==> src/rtl/pwcap_pkg.sv <==
package pwcap_pkg;
   timeunit 1ns;
   timeprecision 100ps;

   typedef enum logic [1:0] {
      ST_IDLE  = 2'd0,
      ST_ARMED = 2'd1,
      ST_RUN   = 2'd2
   } pw_state_e;

   localparam logic [1:0] MODE_LOW_W  = 2'b10;
   localparam logic [1:0] MODE_HIGH_W = 2'b11;
endpackage

==> src/rtl/pwcap_sync.sv <==
module pwcap_sync #(
   parameter int STAGES = 2
) (
   input  logic clk_i,
   input  logic rst_ni,
   input  logic d_i,
   output logic q_o
);
   timeunit 1ns;
   timeprecision 100ps;

   logic [STAGES-1:0] chain_q;

   generate
      if (STAGES < 2) begin : g_bad
         $error("pwcap_sync: STAGES must be at least 2");
      end
      for (genvar s = 0; s < STAGES; s++) begin : g_stage
         if (s == 0) begin : g_first
            always_ff @(posedge clk_i or negedge rst_ni) begin
               if (!rst_ni) chain_q[0] <= 1'b0;
               else         chain_q[0] <= d_i;
            end
         end else begin : g_next
            always_ff @(posedge clk_i or negedge rst_ni) begin
               if (!rst_ni) chain_q[s] <= 1'b0;
               else         chain_q[s] <= chain_q[s-1];
            end
         end
      end
   endgenerate

   assign q_o = chain_q[STAGES-1];
endmodule

==> src/rtl/pwcap_edge.sv <==
module pwcap_edge
   import pwcap_pkg::*;
(
   input  logic       clk_i,
   input  logic       rst_ni,
   input  logic       lvl_i,
   input  logic [1:0] mode_i,
   output logic       open_ev_o,
   output logic       close_ev_o
);
   timeunit 1ns;
   timeprecision 100ps;

   logic prev_q;
   logic rise, fall, active, high_w;

   always_ff @(posedge clk_i or negedge rst_ni) begin
      if (!rst_ni) prev_q <= 1'b0;
      else         prev_q <= lvl_i;
   end

   always_comb begin
      rise       = lvl_i & ~prev_q;
      fall       = ~lvl_i & prev_q;
      active     = mode_i[1];
      high_w     = (mode_i == MODE_HIGH_W);
      open_ev_o  = active & (high_w ? rise : fall);
      close_ev_o = active & (high_w ? fall : rise);
   end
endmodule

==> src/rtl/pwcap_core.sv <==
module pwcap_core
   import pwcap_pkg::*;
#(
   parameter int CNT_W = 16
) (
   input  logic             clk_i,
   input  logic             rst_ni,
   input  logic             tick_i,
   input  logic             start_i,
   input  logic             stop_i,
   input  logic             open_ev_i,
   input  logic             close_ev_i,
   output logic [CNT_W-1:0] cnt_o,
   output logic [CNT_W-1:0] cap_o,
   output logic             ovf_o,
   output logic             en_o,
   output logic             irq_o
);
   timeunit 1ns;
   timeprecision 100ps;

   localparam logic [CNT_W-1:0] CNT_MAX = {CNT_W{1'b1}};
   localparam logic [CNT_W-1:0] CNT_ONE = CNT_W'(1);

   pw_state_e        st_q;
   logic [CNT_W-1:0] cnt_q, cap_q;
   logic             wrap_q, ovf_q, irq_q;

   always_ff @(posedge clk_i or negedge rst_ni) begin
      if (!rst_ni) begin
         st_q   <= ST_IDLE;
         cnt_q  <= '0;
         cap_q  <= '0;
         wrap_q <= 1'b0;
         ovf_q  <= 1'b0;
         irq_q  <= 1'b0;
      end else begin
         irq_q <= 1'b0;
         if (stop_i) begin
            st_q <= ST_IDLE;
         end else begin
            unique case (st_q)
               ST_IDLE: begin
                  if (start_i) st_q <= ST_ARMED;
               end
               ST_ARMED: begin
                  if (open_ev_i) begin
                     cnt_q  <= '0;
                     wrap_q <= 1'b0;
                     st_q   <= ST_RUN;
                  end
               end
               ST_RUN: begin
                  if (close_ev_i) begin
                     cap_q <= cnt_q;
                     ovf_q <= wrap_q;
                     irq_q <= 1'b1;
                     cnt_q <= cnt_q + CNT_ONE;
                     st_q  <= ST_ARMED;
                  end else if (tick_i) begin
                     cnt_q <= cnt_q + CNT_ONE;
                     if (cnt_q == CNT_MAX) wrap_q <= 1'b1;
                  end
               end
               default: st_q <= ST_IDLE;
            endcase
         end
      end
   end

   assign cnt_o = cnt_q;
   assign cap_o = cap_q;
   assign ovf_o = ovf_q;
   assign en_o  = (st_q != ST_IDLE);
   assign irq_o = irq_q;
endmodule

==> src/rtl/pwcap_channel.sv <==
module pwcap_channel #(
   parameter int CNT_W       = 16,
   parameter int SYNC_STAGES = 2
) (
   input  logic             clk_i,
   input  logic             rst_ni,
   input  logic             tick_i,
   input  logic             start_i,
   input  logic             stop_i,
   input  logic [1:0]       mode_i,
   input  logic             pin_i,
   output logic [CNT_W-1:0] cnt_o,
   output logic [CNT_W-1:0] cap_o,
   output logic             ovf_o,
   output logic             en_o,
   output logic             irq_o
);
   timeunit 1ns;
   timeprecision 100ps;

   generate
      if (CNT_W < 2 || CNT_W > 32) begin : g_bad_w
         $error("pwcap_channel: CNT_W must lie in 2..32");
      end
   endgenerate

   logic pin_s, open_ev, close_ev;

   pwcap_sync #(.STAGES(SYNC_STAGES)) u_sync (
      .clk_i  (clk_i),
      .rst_ni (rst_ni),
      .d_i    (pin_i),
      .q_o    (pin_s)
   );

   pwcap_edge u_edge (
      .clk_i      (clk_i),
      .rst_ni     (rst_ni),
      .lvl_i      (pin_s),
      .mode_i     (mode_i),
      .open_ev_o  (open_ev),
      .close_ev_o (close_ev)
   );

   pwcap_core #(.CNT_W(CNT_W)) u_core (
      .clk_i      (clk_i),
      .rst_ni     (rst_ni),
      .tick_i     (tick_i),
      .start_i    (start_i),
      .stop_i     (stop_i),
      .open_ev_i  (open_ev),
      .close_ev_i (close_ev),
      .cnt_o      (cnt_o),
      .cap_o      (cap_o),
      .ovf_o      (ovf_o),
      .en_o       (en_o),
      .irq_o      (irq_o)
   );
endmodule

==> config.mk <==
export PLATFORM = sky130hd
export DESIGN_NAME = pwcap_channel
export DESIGN_NICKNAME = d
export VERILOG_FILES = /design/src/rtl/pwcap_pkg.sv /design/src/rtl/pwcap_sync.sv /design/src/rtl/pwcap_edge.sv /design/src/rtl/pwcap_core.sv /design/src/rtl/pwcap_channel.sv
export SDC_FILE = /design/constraint.sdc
export NUM_CORES = 1
export LEC_CHECK = 0
export CORE_MARGIN = 4
export CORE_UTILIZATION = 35
export CTS_CLUSTER_SIZE = 10
export DETAILED_ROUTE_END_ITERATION = 10
export MAX_ROUTING_LAYER = met4
export PLACE_DENSITY = 0.58
export SYNTH_ARGS = -nofsm -noshare
export SYNTH_HDL_FRONTEND = slang
export SYNTH_SLANG_ARGS = --single-unit
==> constraint.sdc <==
create_clock -name clk_i -period 4.9 [get_ports clk_i]
set_clock_uncertainty 0.15 [all_clocks]
set_input_delay 0.98 -clock clk_i [delete_from_list [all_inputs] [get_ports clk_i]]
set_output_delay 0.98 -clock clk_i [all_outputs]
set_load 0.005 [all_outputs]
==> results.md <==
- Min Tclk post-route: 3.13 ns
- Clock sink count: 40
- Final core occ: 46.6%
- CTS Root Cell: clkbuf_8
- DRC Markers: 0
- RSZ-0062 raised after global routing: false
- P_sw: 0.000300 W
- Vias in the first global route: 1,466
- Std cell rows: 27
- Count of flip-flops with a built-in enable after synthesis: 0
- I/O Buffers: 42
- Synth top area share: 48.9%
- Final worst slack: 1.77 ns
- Max rail drop VDD: 213 µV
- Layout cells sized above 1: 12.9%
- CORE AREA: 5610 µm²
- Crit path cell chain: clkdlybuf4s50_1, and4bb_2, nor2_1, or3_1, mux2_2
- Setup crit start kind: primary input
- CP max stage cell: or3_1
- Synthesized Nets: 202
- Synthesis-stage register bit count: 40
- Post-DP HPWL: 2970 µm
- Leading area contributor after synthesis: dfrtp_1
- Die ar.: 7140 µm²
- Initial Util: 36.5%
- Internal: 0.000628 W
- Sequential area share after synthesis: 48.9%
- Cell count after synthesis: 189
- Async S/R FF share, synth: 100%
- Part of the power in registers: 45.2%
- Hold Vio Cnt, Final: 0
- Primary FF master, synth: dfrtp_1
- Io pins: 43
- H-tree levels: 2
- GPL Wtd Cong: 0.766
- Die height: 84.5 µm
- Routed WL: 4310 µm
- Status: finished clean
- Setup TNS Final: 0 ns
- Largest stage delay, worst path: 0.79 ns
- Mean routed wirelength per cell: 14.2 µm
- Number of diodes: 0
- Clock transition at path regs: 0.08 ns
- Count leader, synth: dfrtp_1
- Total gr overflow: 0
- Critical path data required time: 4.93 ns
- Slew margin rel.: 35.2%
- Die X: 84.5 µm
- Post-DP Area: 2510 µm²
- PwrDens: 355 nW/µm²
- Vias per Instance: 5.03
- Setup CP Type: primary input to flip-flop
- Fin. max-slew vios: 0
- Critical Path Fanout Max: 20
- Cell Area, Synth: 2050 µm²
- Total iterations of the first detailed-routing run: 4
- Post-CTS Resized: 0
- CTS Hold Bufs: 0
- Crit end category: flip-flop
- WP data arrival: 3.16 ns
- Syn avg cell area: 10.8 µm²
- MaxCap Viol Count: 0
- Drt initial violations: 69
- Least-Margin Pin Slew: 0.972 ns
- FMAX: 319 MHz
- Post-route ant nets: 0
- Worst min path class: flip-flop to flip-flop
- # setup viols final: 0
- Place WS: 1.43 ns
- Fin crit share: 63.9%
- Worst-skew pair later-pin latency: 0.30 ns
- CTS tree: done
- Final nets: 244
- Synth Warn #: 0
- Synth area leaders: dfrtp_1 (49%), mux2_4 (7.3%), nand2_1 (3.8%), o21ai_0 (3.7%), ha_1 (3.1%)
- Crit path max-delay family: simple AND/OR/NAND/NOR gates
- Yosys cell types: 46
- CTS max path bufs: 2
- Gr usage total: 13.1%
- Antenna violations before repair: 0
- Combinational fraction of design power: 29.5%
- P&R area growth vs syn: 27.5%
- Fin area: 2610 µm²
- Vias: 1,529
- Clock network power share: 25.2%
- Total CTS buffers: 5
- Sw Share: 32.3%
- Pin count of the biggest net entering global routing: 41
- Setup Buffers After CTS: 0
- CP Buf/Inv Count: 1
- Post-synth top cells: dfrtp_1 (40), nand2_1 (21), o21ai_0 (15), inv_1 (11), mux2_4 (10)
- First-pass GRT wire length: 7360 µm
- Leakage: 1.16 nW
[kinds of logic after synthesis]
| group | after synthesis | synth area share [%] |
|---|---|---|
| and+or+nand+nor | 76 | 22.6 |
| adders and majority gates | 5 | 3.05 |
| DFF | 40 | 48.9 |
| buffers and inverters | 19 | 4.34 |
| muxes | 16 | 10.4 |
| AOI/OAI and AO/OA | 33 | 10.7 |
[final cells by class]
| class | instances | area [µm²] |
|---|---|---|
| fillers | 546 | 3000 |
| flip-flops and latches | 40 | 1000 |
| multi-input cells | 130 | 958 |
| repair buffers | 43 | 423 |
| well taps | 72 | 90.1 |
| clock buffers | 6 | 82.6 |
| inverters | 11 | 41.3 |
| clock inverters | 2 | 15.0 |
[worst register-to-register path: stages, from the launching register on]
cell	delay, ns
dfrtp_1	0.41
inv_1	0.11
ha_1	0.57
inv_1	0.36
or3_1	0.85
mux2_1	0.47
[per-layer routing]
metal	share of wire [%]	vias to the layer above	track usage, %	wire [µm]
li1	-	759	-	-
met1	48	732	17.6	2060
met2	46	33	19.6	1980
met3	5.1	5	3.04	218
met4	1.1	0	3.88	48
met5	0	-	-	0
[power by group through the flow]
stage,clock [W],combinational [W],sequential [W]
5_1_grt,0.000258,0.000307,0.000429
3_5_place_dp,0,0.000279,0.000426
4_1_cts,0.000244,0.000279,0.000420
6_report,0.000234,0.000274,0.000419
2_1_floorplan,0,0.000155,0.000418
3_3_place_gp,0,0.000273,0.000427
[cells in the final DEF, fill, tap and decap left out, types with 2 or more instances in the layout]
cell type | Yosys | final
nand2b_1 | 3 | 3
nand4_1 | 2 | 2
a311o_1 | 2 | 2
nand2_1 | 21 | 21
ha_1 | 5 | 5
nor3_1 | 7 | 7
clkinvlp_4 | 0 | 2
clkbuf_8 | 0 | 6
mux2_4 | 10 | 10
a21oi_1 | 4 | 4
mux2i_1 | 3 | 3
nor2_1 | 8 | 8
or3_1 | 6 | 6
o211ai_1 | 2 | 2
o2bb2ai_1 | 2 | 2
mux2_2 | 2 | 2
and3_1 | 3 | 3
inv_1 | 11 | 11
a22o_1 | 2 | 2
or4_1 | 3 | 3
nand3_1 | 6 | 6
clkdlybuf4s50_1 | 0 | 41
o21ai_0 | 15 | 15
dfrtp_1 | 40 | 40
and2_1 | 3 | 3
[flip-flops by register name (all words and copies together) (netlist names)]
register / count
u_core.cap_o: 16
u_core.cnt_o: 16
u_core.st_q: 2
u_core.irq_o: 1
u_core.ovf_o: 1
u_core.wrap_q: 1
u_edge.prev_q: 1
u_sync.chain_q: 1
u_sync.q_o: 1
[per-stage QoR]
stage / instances / hold slack (ns) / total power (W)
after detailed placement: 296 / 0.193 / 0.000705
after global routing: 304 / 0.223 / 0.000995
after CTS: 304 / 0.207 / 0.000943
final: 304 / 0.203 / 0.000928
after global placement: 296 / 0.184 / 0.000700
after floorplan: 189 / 0.181 / 0.000573
[path summary, 6_finish.rpt]
check,from,end,slack [ns],depth (start not counted)
setup / recovery,mode_i[0],u_core.cap_o[1],1.77,5
hold / removal,u_sync.chain_q[0],u_sync.q_o,0.20,0
setup reg to reg,u_core.st_q[0],u_core.cap_o[13],1.88,5
hold reg to reg,u_sync.chain_q[0],u_sync.q_o,0.20,0
max in group asynchronous,rst_ni,u_core.cnt_o[9],3.36,1
min in group asynchronous,rst_ni,u_core.cap_o[9],0.66,1
No activity file was read; power rests on OpenSTA's default activity.
